===== src/rtl/irqb_pkg.sv =====
package irqb_pkg;
    localparam int DATA_W = 8;
    localparam int MSEL_W = 2;

    typedef enum logic [7:0] {
        OFS_RT    = 8'h10,
        OFS_MODE  = 8'h11,
        OFS_POLH  = 8'h12,
        OFS_POLL  = 8'h13,
        OFS_LCLR  = 8'h14,
        OFS_ENSET = 8'h15,
        OFS_ENCLR = 8'h16,
        OFS_LSTS  = 8'h18,
        OFS_PEND  = 8'h19,
        OFS_MSEL  = 8'h1A,
        OFS_PRIO  = 8'h1B
    } reg_ofs_e;
endpackage


===== src/rtl/irqb_detect.sv =====
module irqb_detect #(
    parameter int N_IRQ = 8
) (
    input  logic             clk,
    input  logic             rst_n,
    input  logic [N_IRQ-1:0] raw,
    input  logic [N_IRQ-1:0] cfg_mode,
    input  logic [N_IRQ-1:0] cfg_high,
    input  logic [N_IRQ-1:0] cfg_low,
    output logic [N_IRQ-1:0] raw_q,
    output logic [N_IRQ-1:0] evt
);
    always_ff @(posedge clk or negedge rst_n) begin
        if (!rst_n) raw_q <= '0;
        else        raw_q <= raw;
    end

    for (genvar i = 0; i < N_IRQ; i++) begin : g_line
        logic lvl_hit;
        logic edg_hit;
        assign lvl_hit = (cfg_high[i] & raw[i]) | (cfg_low[i] & ~raw[i]);
        assign edg_hit = (cfg_high[i] & raw[i] & ~raw_q[i]) |
                         (cfg_low[i] & ~raw[i] & raw_q[i]);
        assign evt[i]  = cfg_mode[i] ? edg_hit : lvl_hit;
    end

    // an edge-mode line whose input did not move produces no event
    assert_edge_needs_change_R2: assert property (@(posedge clk) disable iff (!rst_n)
        (evt & cfg_mode & ~(raw ^ raw_q)) == '0);

    // an active high level in level mode always yields an event
    assert_level_high_fires_R4: assert property (@(posedge clk) disable iff (!rst_n)
        (~cfg_mode & cfg_high & raw & ~evt) == '0);
endmodule


===== src/rtl/irqb_regs.sv =====
module irqb_regs
    import irqb_pkg::*;
#(
    parameter int N_IRQ  = 8,
    parameter int ADDR_W = 8
) (
    input  logic              clk,
    input  logic              rst_n,
    input  logic              wr_en,
    input  logic [ADDR_W-1:0] addr,
    input  logic [DATA_W-1:0] wdata,
    input  logic [N_IRQ-1:0]  evt,
    output logic [N_IRQ-1:0]  cfg_mode,
    output logic [N_IRQ-1:0]  cfg_high,
    output logic [N_IRQ-1:0]  cfg_low,
    output logic [N_IRQ-1:0]  en,
    output logic [N_IRQ-1:0]  lat,
    output logic [MSEL_W-1:0] msel,
    output logic              prio
);
    logic [N_IRQ-1:0] wbits;
    logic [N_IRQ-1:0] clr_mask;

    assign wbits = wdata[N_IRQ-1:0];

    always_comb begin
        clr_mask = '0;
        if (wr_en && addr == ADDR_W'(OFS_LCLR)) clr_mask = wbits;
    end

    always_ff @(posedge clk or negedge rst_n) begin
        if (!rst_n) begin
            cfg_mode <= '0;
            cfg_high <= '0;
            cfg_low  <= '0;
            en       <= '0;
            msel     <= '0;
            prio     <= 1'b0;
        end else if (wr_en) begin
            unique case (addr)
                ADDR_W'(OFS_MODE):  cfg_mode <= wbits;
                ADDR_W'(OFS_POLH):  cfg_high <= wbits;
                ADDR_W'(OFS_POLL):  cfg_low  <= wbits;
                ADDR_W'(OFS_ENSET): en       <= en | wbits;
                ADDR_W'(OFS_ENCLR): en       <= en & ~wbits;
                ADDR_W'(OFS_MSEL):  msel     <= wdata[MSEL_W-1:0];
                ADDR_W'(OFS_PRIO):  prio     <= wdata[0];
                default: ;
            endcase
        end
    end

    always_ff @(posedge clk or negedge rst_n) begin
        if (!rst_n) lat <= '0;
        else        lat <= (lat & ~clr_mask) | evt;
    end

    assert_enset_sets_R5: assert property (@(posedge clk) disable iff (!rst_n)
        (wr_en && addr == ADDR_W'(OFS_ENSET)) |=>
            ((en & $past(wbits)) == $past(wbits)));

    assert_enclr_clears_R5: assert property (@(posedge clk) disable iff (!rst_n)
        (wr_en && addr == ADDR_W'(OFS_ENCLR)) |=> ((en & $past(wbits)) == '0));

    assert_lclr_clears_R6: assert property (@(posedge clk) disable iff (!rst_n)
        (wr_en && addr == ADDR_W'(OFS_LCLR)) |=>
            ((lat & $past(wbits) & ~$past(evt)) == '0));

    assert_lat_rises_on_event_R7: assert property (@(posedge clk) disable iff (!rst_n)
        (lat & ~$past(lat) & ~$past(evt)) == '0);
endmodule


===== src/rtl/irqb_readmux.sv =====
module irqb_readmux
    import irqb_pkg::*;
#(
    parameter int N_IRQ  = 8,
    parameter int ADDR_W = 8
) (
    input  logic              rd_en,
    input  logic [ADDR_W-1:0] addr,
    input  logic [N_IRQ-1:0]  raw_q,
    input  logic [N_IRQ-1:0]  cfg_mode,
    input  logic [N_IRQ-1:0]  cfg_high,
    input  logic [N_IRQ-1:0]  cfg_low,
    input  logic [N_IRQ-1:0]  en,
    input  logic [N_IRQ-1:0]  lat,
    input  logic [N_IRQ-1:0]  pend,
    input  logic [MSEL_W-1:0] msel,
    input  logic              prio,
    output logic [DATA_W-1:0] rdata
);
    always_comb begin
        rdata = '0;
        if (rd_en) begin
            unique case (addr)
                ADDR_W'(OFS_RT):    rdata[N_IRQ-1:0]  = raw_q;
                ADDR_W'(OFS_MODE):  rdata[N_IRQ-1:0]  = cfg_mode;
                ADDR_W'(OFS_POLH):  rdata[N_IRQ-1:0]  = cfg_high;
                ADDR_W'(OFS_POLL):  rdata[N_IRQ-1:0]  = cfg_low;
                ADDR_W'(OFS_ENSET): rdata[N_IRQ-1:0]  = en;
                ADDR_W'(OFS_LSTS):  rdata[N_IRQ-1:0]  = lat;
                ADDR_W'(OFS_PEND):  rdata[N_IRQ-1:0]  = pend;
                ADDR_W'(OFS_MSEL):  rdata[MSEL_W-1:0] = msel;
                ADDR_W'(OFS_PRIO):  rdata[0]          = prio;
                default: ;
            endcase
        end
    end
endmodule


===== src/rtl/irqb_bank.sv =====
module irqb_bank
    import irqb_pkg::*;
#(
    parameter int N_IRQ  = 8,
    parameter int ADDR_W = 8
) (
    input  logic              clk,
    input  logic              rst_n,
    input  logic [N_IRQ-1:0]  irq_raw,
    input  logic              bus_wr,
    input  logic              bus_rd,
    input  logic [ADDR_W-1:0] bus_addr,
    input  logic [DATA_W-1:0] bus_wdata,
    output logic [DATA_W-1:0] bus_rdata,
    output logic              irq_out
);
    logic [N_IRQ-1:0]  raw_q, evt, cfg_mode, cfg_high, cfg_low, en, lat, pend;
    logic [MSEL_W-1:0] msel;
    logic              prio;

    irqb_detect #(.N_IRQ(N_IRQ)) u_detect (
        .clk(clk), .rst_n(rst_n), .raw(irq_raw),
        .cfg_mode(cfg_mode), .cfg_high(cfg_high), .cfg_low(cfg_low),
        .raw_q(raw_q), .evt(evt)
    );

    irqb_regs #(.N_IRQ(N_IRQ), .ADDR_W(ADDR_W)) u_regs (
        .clk(clk), .rst_n(rst_n), .wr_en(bus_wr), .addr(bus_addr),
        .wdata(bus_wdata), .evt(evt), .cfg_mode(cfg_mode),
        .cfg_high(cfg_high), .cfg_low(cfg_low), .en(en), .lat(lat),
        .msel(msel), .prio(prio)
    );

    assign pend    = lat & en;
    assign irq_out = |pend;

    irqb_readmux #(.N_IRQ(N_IRQ), .ADDR_W(ADDR_W)) u_rdmux (
        .rd_en(bus_rd), .addr(bus_addr), .raw_q(raw_q),
        .cfg_mode(cfg_mode), .cfg_high(cfg_high), .cfg_low(cfg_low),
        .en(en), .lat(lat), .pend(pend), .msel(msel), .prio(prio),
        .rdata(bus_rdata)
    );

    // the interrupt line only rises while some sticky bit is enabled
    assert_irq_needs_pending_R7: assert property (@(posedge clk) disable iff (!rst_n)
        irq_out |-> ((lat & en) != '0));

    // idle read port returns zero
    assert_idle_rdata_zero_R10: assert property (@(posedge clk) disable iff (!rst_n)
        !bus_rd |-> (bus_rdata == '0));
endmodule


===== config.mk =====
export PLATFORM = sky130hd
export DESIGN_NAME = irqb_bank
export DESIGN_NICKNAME = d
export VERILOG_FILES = /design/src/rtl/irqb_pkg.sv /design/src/rtl/irqb_detect.sv /design/src/rtl/irqb_regs.sv /design/src/rtl/irqb_readmux.sv /design/src/rtl/irqb_bank.sv
export SDC_FILE = /design/constraint.sdc
export NUM_CORES = 1
export LEC_CHECK = 0
export BUFFER_PORTS_ARGS = -buffer_cell sky130_fd_sc_hd__buf_2
export CELL_PAD_IN_SITES_DETAIL_PLACEMENT = 1
export CELL_PAD_IN_SITES_GLOBAL_PLACEMENT = 1
export CORE_MARGIN = 2
export CORE_UTILIZATION = 41
export CTS_BUF_LIST = sky130_fd_sc_hd__clkbuf_4 sky130_fd_sc_hd__clkbuf_8 sky130_fd_sc_hd__clkbuf_16
export DETAILED_ROUTE_END_ITERATION = 10
export PLACE_DENSITY_LB_ADDON = 0.12
export SLEW_MARGIN = 0
export SYNTH_ARGS = -nofsm -noshare
export SYNTH_HDL_FRONTEND = slang
export SYNTH_SLANG_ARGS = --single-unit

===== constraint.sdc =====
create_clock -name clk -period 1.54 [get_ports clk]
set_clock_uncertainty 0.1 [all_clocks]
set_input_delay 0.231 -clock clk [delete_from_list [all_inputs] [get_ports clk]]
set_output_delay 0.231 -clock clk [all_outputs]
set_load 0.02 [all_outputs]

==> impl_results.md <==
* Element type at the critical path end: output pin
* Synth cell types at 41
* Clk slew on worst S/H paths at 0.10 ns
* Status: finished with violations
* Post-synth top cells: 51 x dfrtp_1, 24 x mux2_2, 23 x nand2_1
* Maxcap violations at 0
* Overflow after GRT at 0
* DPL Wire Length at 5810 microns
* Post-synth top area cell: dfrtp_1
* Yosys warns at 0
* Worst VDD drop at 552 uV
* Ys flop type: dfrtp_1
* Largest net degree at the start of global routing at 52
* Async S/R FF share, synth at 1.00
* Period minus WS final at 1.93 ns
* Total power at 3.51 mW
* Synth Cell Area at 2850 sq um
* N_diodes at 0
* Ratio of cells with drive above 1 in the final layout at 0.486
* Max incr delay on CP at 0.39 ns
* Final period util at 1.25
* WP buf/inv at 1
* Endpoint required time on the critical path at 1.21 ns
* Avg Cell Area, Syn at 11.3 sq um
* Layout area overhead at 39.1%
* Multi-input logic area at 1660 sq um
* Clock root cell: clkbuf_8
* Routability Congestion at 0.804
* Clock Path Buffers at 2
* Top cells by area, synth: dfrtp_1 45%, mux2_2 9.5%, mux2i_1 4.6%
* Placed Area at 3510 sq um
* Initial antenna violation count at 0
* # port buffers at 36
* Pleak at 1.87 nW
* DRT Pass-1 Iters at 4
* Final setup vio count at 9
* Via count at 2390
* Fmax at 519 MHz
* Tightest Pin Transition at 0.395 ns
* CTS tree: built
* Mapped Cells at 253
* Fill cells at 713
* Die area at 7640 sq um
* I/O pins at 37
* CP arrival at 1.60 ns
* Final wirelength at 8250 microns
* DIE HEIGHT at 87.4 microns
* Vias in the first global route at 2570
* CTS HTree Levels at 2
* CP cell instances: mux2i_1 -> or3_1 -> a31o_2 -> a21oi_4 -> buf_6
* Die W at 87.4 microns
* Design area at 3970 sq um
* Reg area at 1280 sq um
* Clk Latency, worst-skew pair at 0.31 ns
* Fin worst setup slack at -0.387 ns
* Slew Limit Fails at 0
* FF+latch count, synth at 51
* Avg Vias per Cell at 5.53
* Post-Place Worst Slack at -0.413 ns
* Num CTS Buffers at 5
* Violated checks: setup timing
* Nets at 379
* CP startpoint kind: flip-flop
* Max_slew headroom at 0.734
* Cell family with most CP delay: flip-flops
* Setup CP Type: reg -> out
* Post-DRT Antenna Nets at 0
* DRC at 0
* Mapped Nets at 281
* First-pass GRT wire length at 13200 microns
* Placed insts at 404
* EDFF count, synth at 0
* Cell Rows at 30
* CTS sink cnt at 51
* Non-Filler Instances at 432
* Top cell type's share of synthesized area at 0.447
* Worst-path fanout max at 3
* Worst Hold Class: in -> reg
* P per Cell Area at 884 nW/um^2
* Core Region at 6760 sq um
* Worst path slowest cell: dfrtp_1
* Seq/Total Area, Yosys at 0.447
* Count leader, synth: dfrtp_1
* Hold Violations, Final at 0
* RSZ-0062 raised after global routing: yes
* Wire length per cell at 19.1 microns
* Starting Density at 0.422
* Global-route usage over all layers at 0.227
* Number of DRC markers in iteration 0 at 55
## stage by stage
step / utilization / TNS (ns) / hold WS (ns)
floorplan: - / -0.860 / -0.165
global placement: 0.520 / -11.71 / 0.148
detailed placement: 0.520 / -12.49 / 0.148
CTS: 0.580 / -2.82 / 0.112
global route: 0.588 / -3.39 / 0.123
finish: 0.588 / -2.67 / 0.121
## layout by cell type, fill, tap and decap left out, types with 6 or more instances in the layout
cell / count
a21o_1: 8
a21oi_1: 9
a21oi_2: 6
a22o_1: 11
buf_2: 24
buf_4: 57
buf_6: 8
dfrtp_1: 51
dlygate4sd3_1: 9
mux2_2: 22
mux2_4: 10
mux2i_1: 13
nand2_1: 21
nand2b_1: 7
nand3_1: 12
nor2_1: 6
o21ai_0: 7
xnor2_1: 8
## path summary, 6_finish.rpt
path	slack [ns]	from	depth (start not counted)	end
max in group asynchronous	0.76	rst_n	3	u_regs.cfg_high[7]$_DFFE_PN0P_
max	-0.39	u_regs.cfg_mode[7]$_DFFE_PN0P_	5	bus_rdata[7]
min reg2reg	0.42	u_regs.prio$_DFFE_PN0P_	1	u_regs.prio$_DFFE_PN0P_
min	0.12	bus_wdata[6]	2	flip-flop
min in group asynchronous	0.33	rst_n	3	u_regs.cfg_low[1]$_DFFE_PN0P_
max reg2reg	0.34	u_regs.cfg_low[5]$_DFFE_PN0P_	5	u_regs.lat[5]$_DFF_PN0_
## power breakdown
part / internal, mW / leakage [nW] / switching [mW]
Clock: 0.659 / 0.0703 / 0.472
Sequential: 1.48 / 0.661 / 0.142
Combinational: 0.442 / 1.14 / 0.313
Total: 2.58 / 1.87 / 0.927
## kinds of logic (layout without fill, tap and decap cells)
family                    count (synthesis)  in the layout  share of synthesized area
buffers and inverters                    11            110                     0.0276
and+or+nand+nor                          77             77                      0.160
AOI/OAI and AO/OA                        57             57                      0.138
DFF                                      51             51                      0.447
xor gates and xnor gates                  8              8                     0.0246
muxes                                    49             49                      0.202
## layout make-up
type | count | share of cell area
clock inverters | 3 | 0.0180
flip-flops and latches | 51 | 0.321
clock buffers | 5 | 0.0173
repair buffers | 102 | 0.199
multi-input cells | 191 | 0.419
well taps | 80 | 0.0252
## layer usage
layer  part of all wire  vias up  global-route usage
met5                  0        -                   0
met4              0.014        0              0.0531
met3              0.030        8              0.0341
met2               0.50       41               0.383
met1               0.46     1218               0.308
li1                   -     1123                   -
## worst reg2reg max path, cell delays in order (launching register included)
cell     delay [ns]
dfrtp_1        0.39
buf_4          0.13
buf_4          0.13
mux2i_1        0.14
a21oi_1        0.06
a21o_1         0.15
## repair_timing
item | in CTS | in global routing
hold buffers | 9 | 0
resized for setup | 26 | 9
gates cloned | 0 | 0
setup buffers | 9 | 2
hold endpoints to repair | 59 | 0
endpoints found under the setup margin | 9 | 21
pin swaps | 12 | 3
No activity file was read; power rests on OpenSTA's default activity.
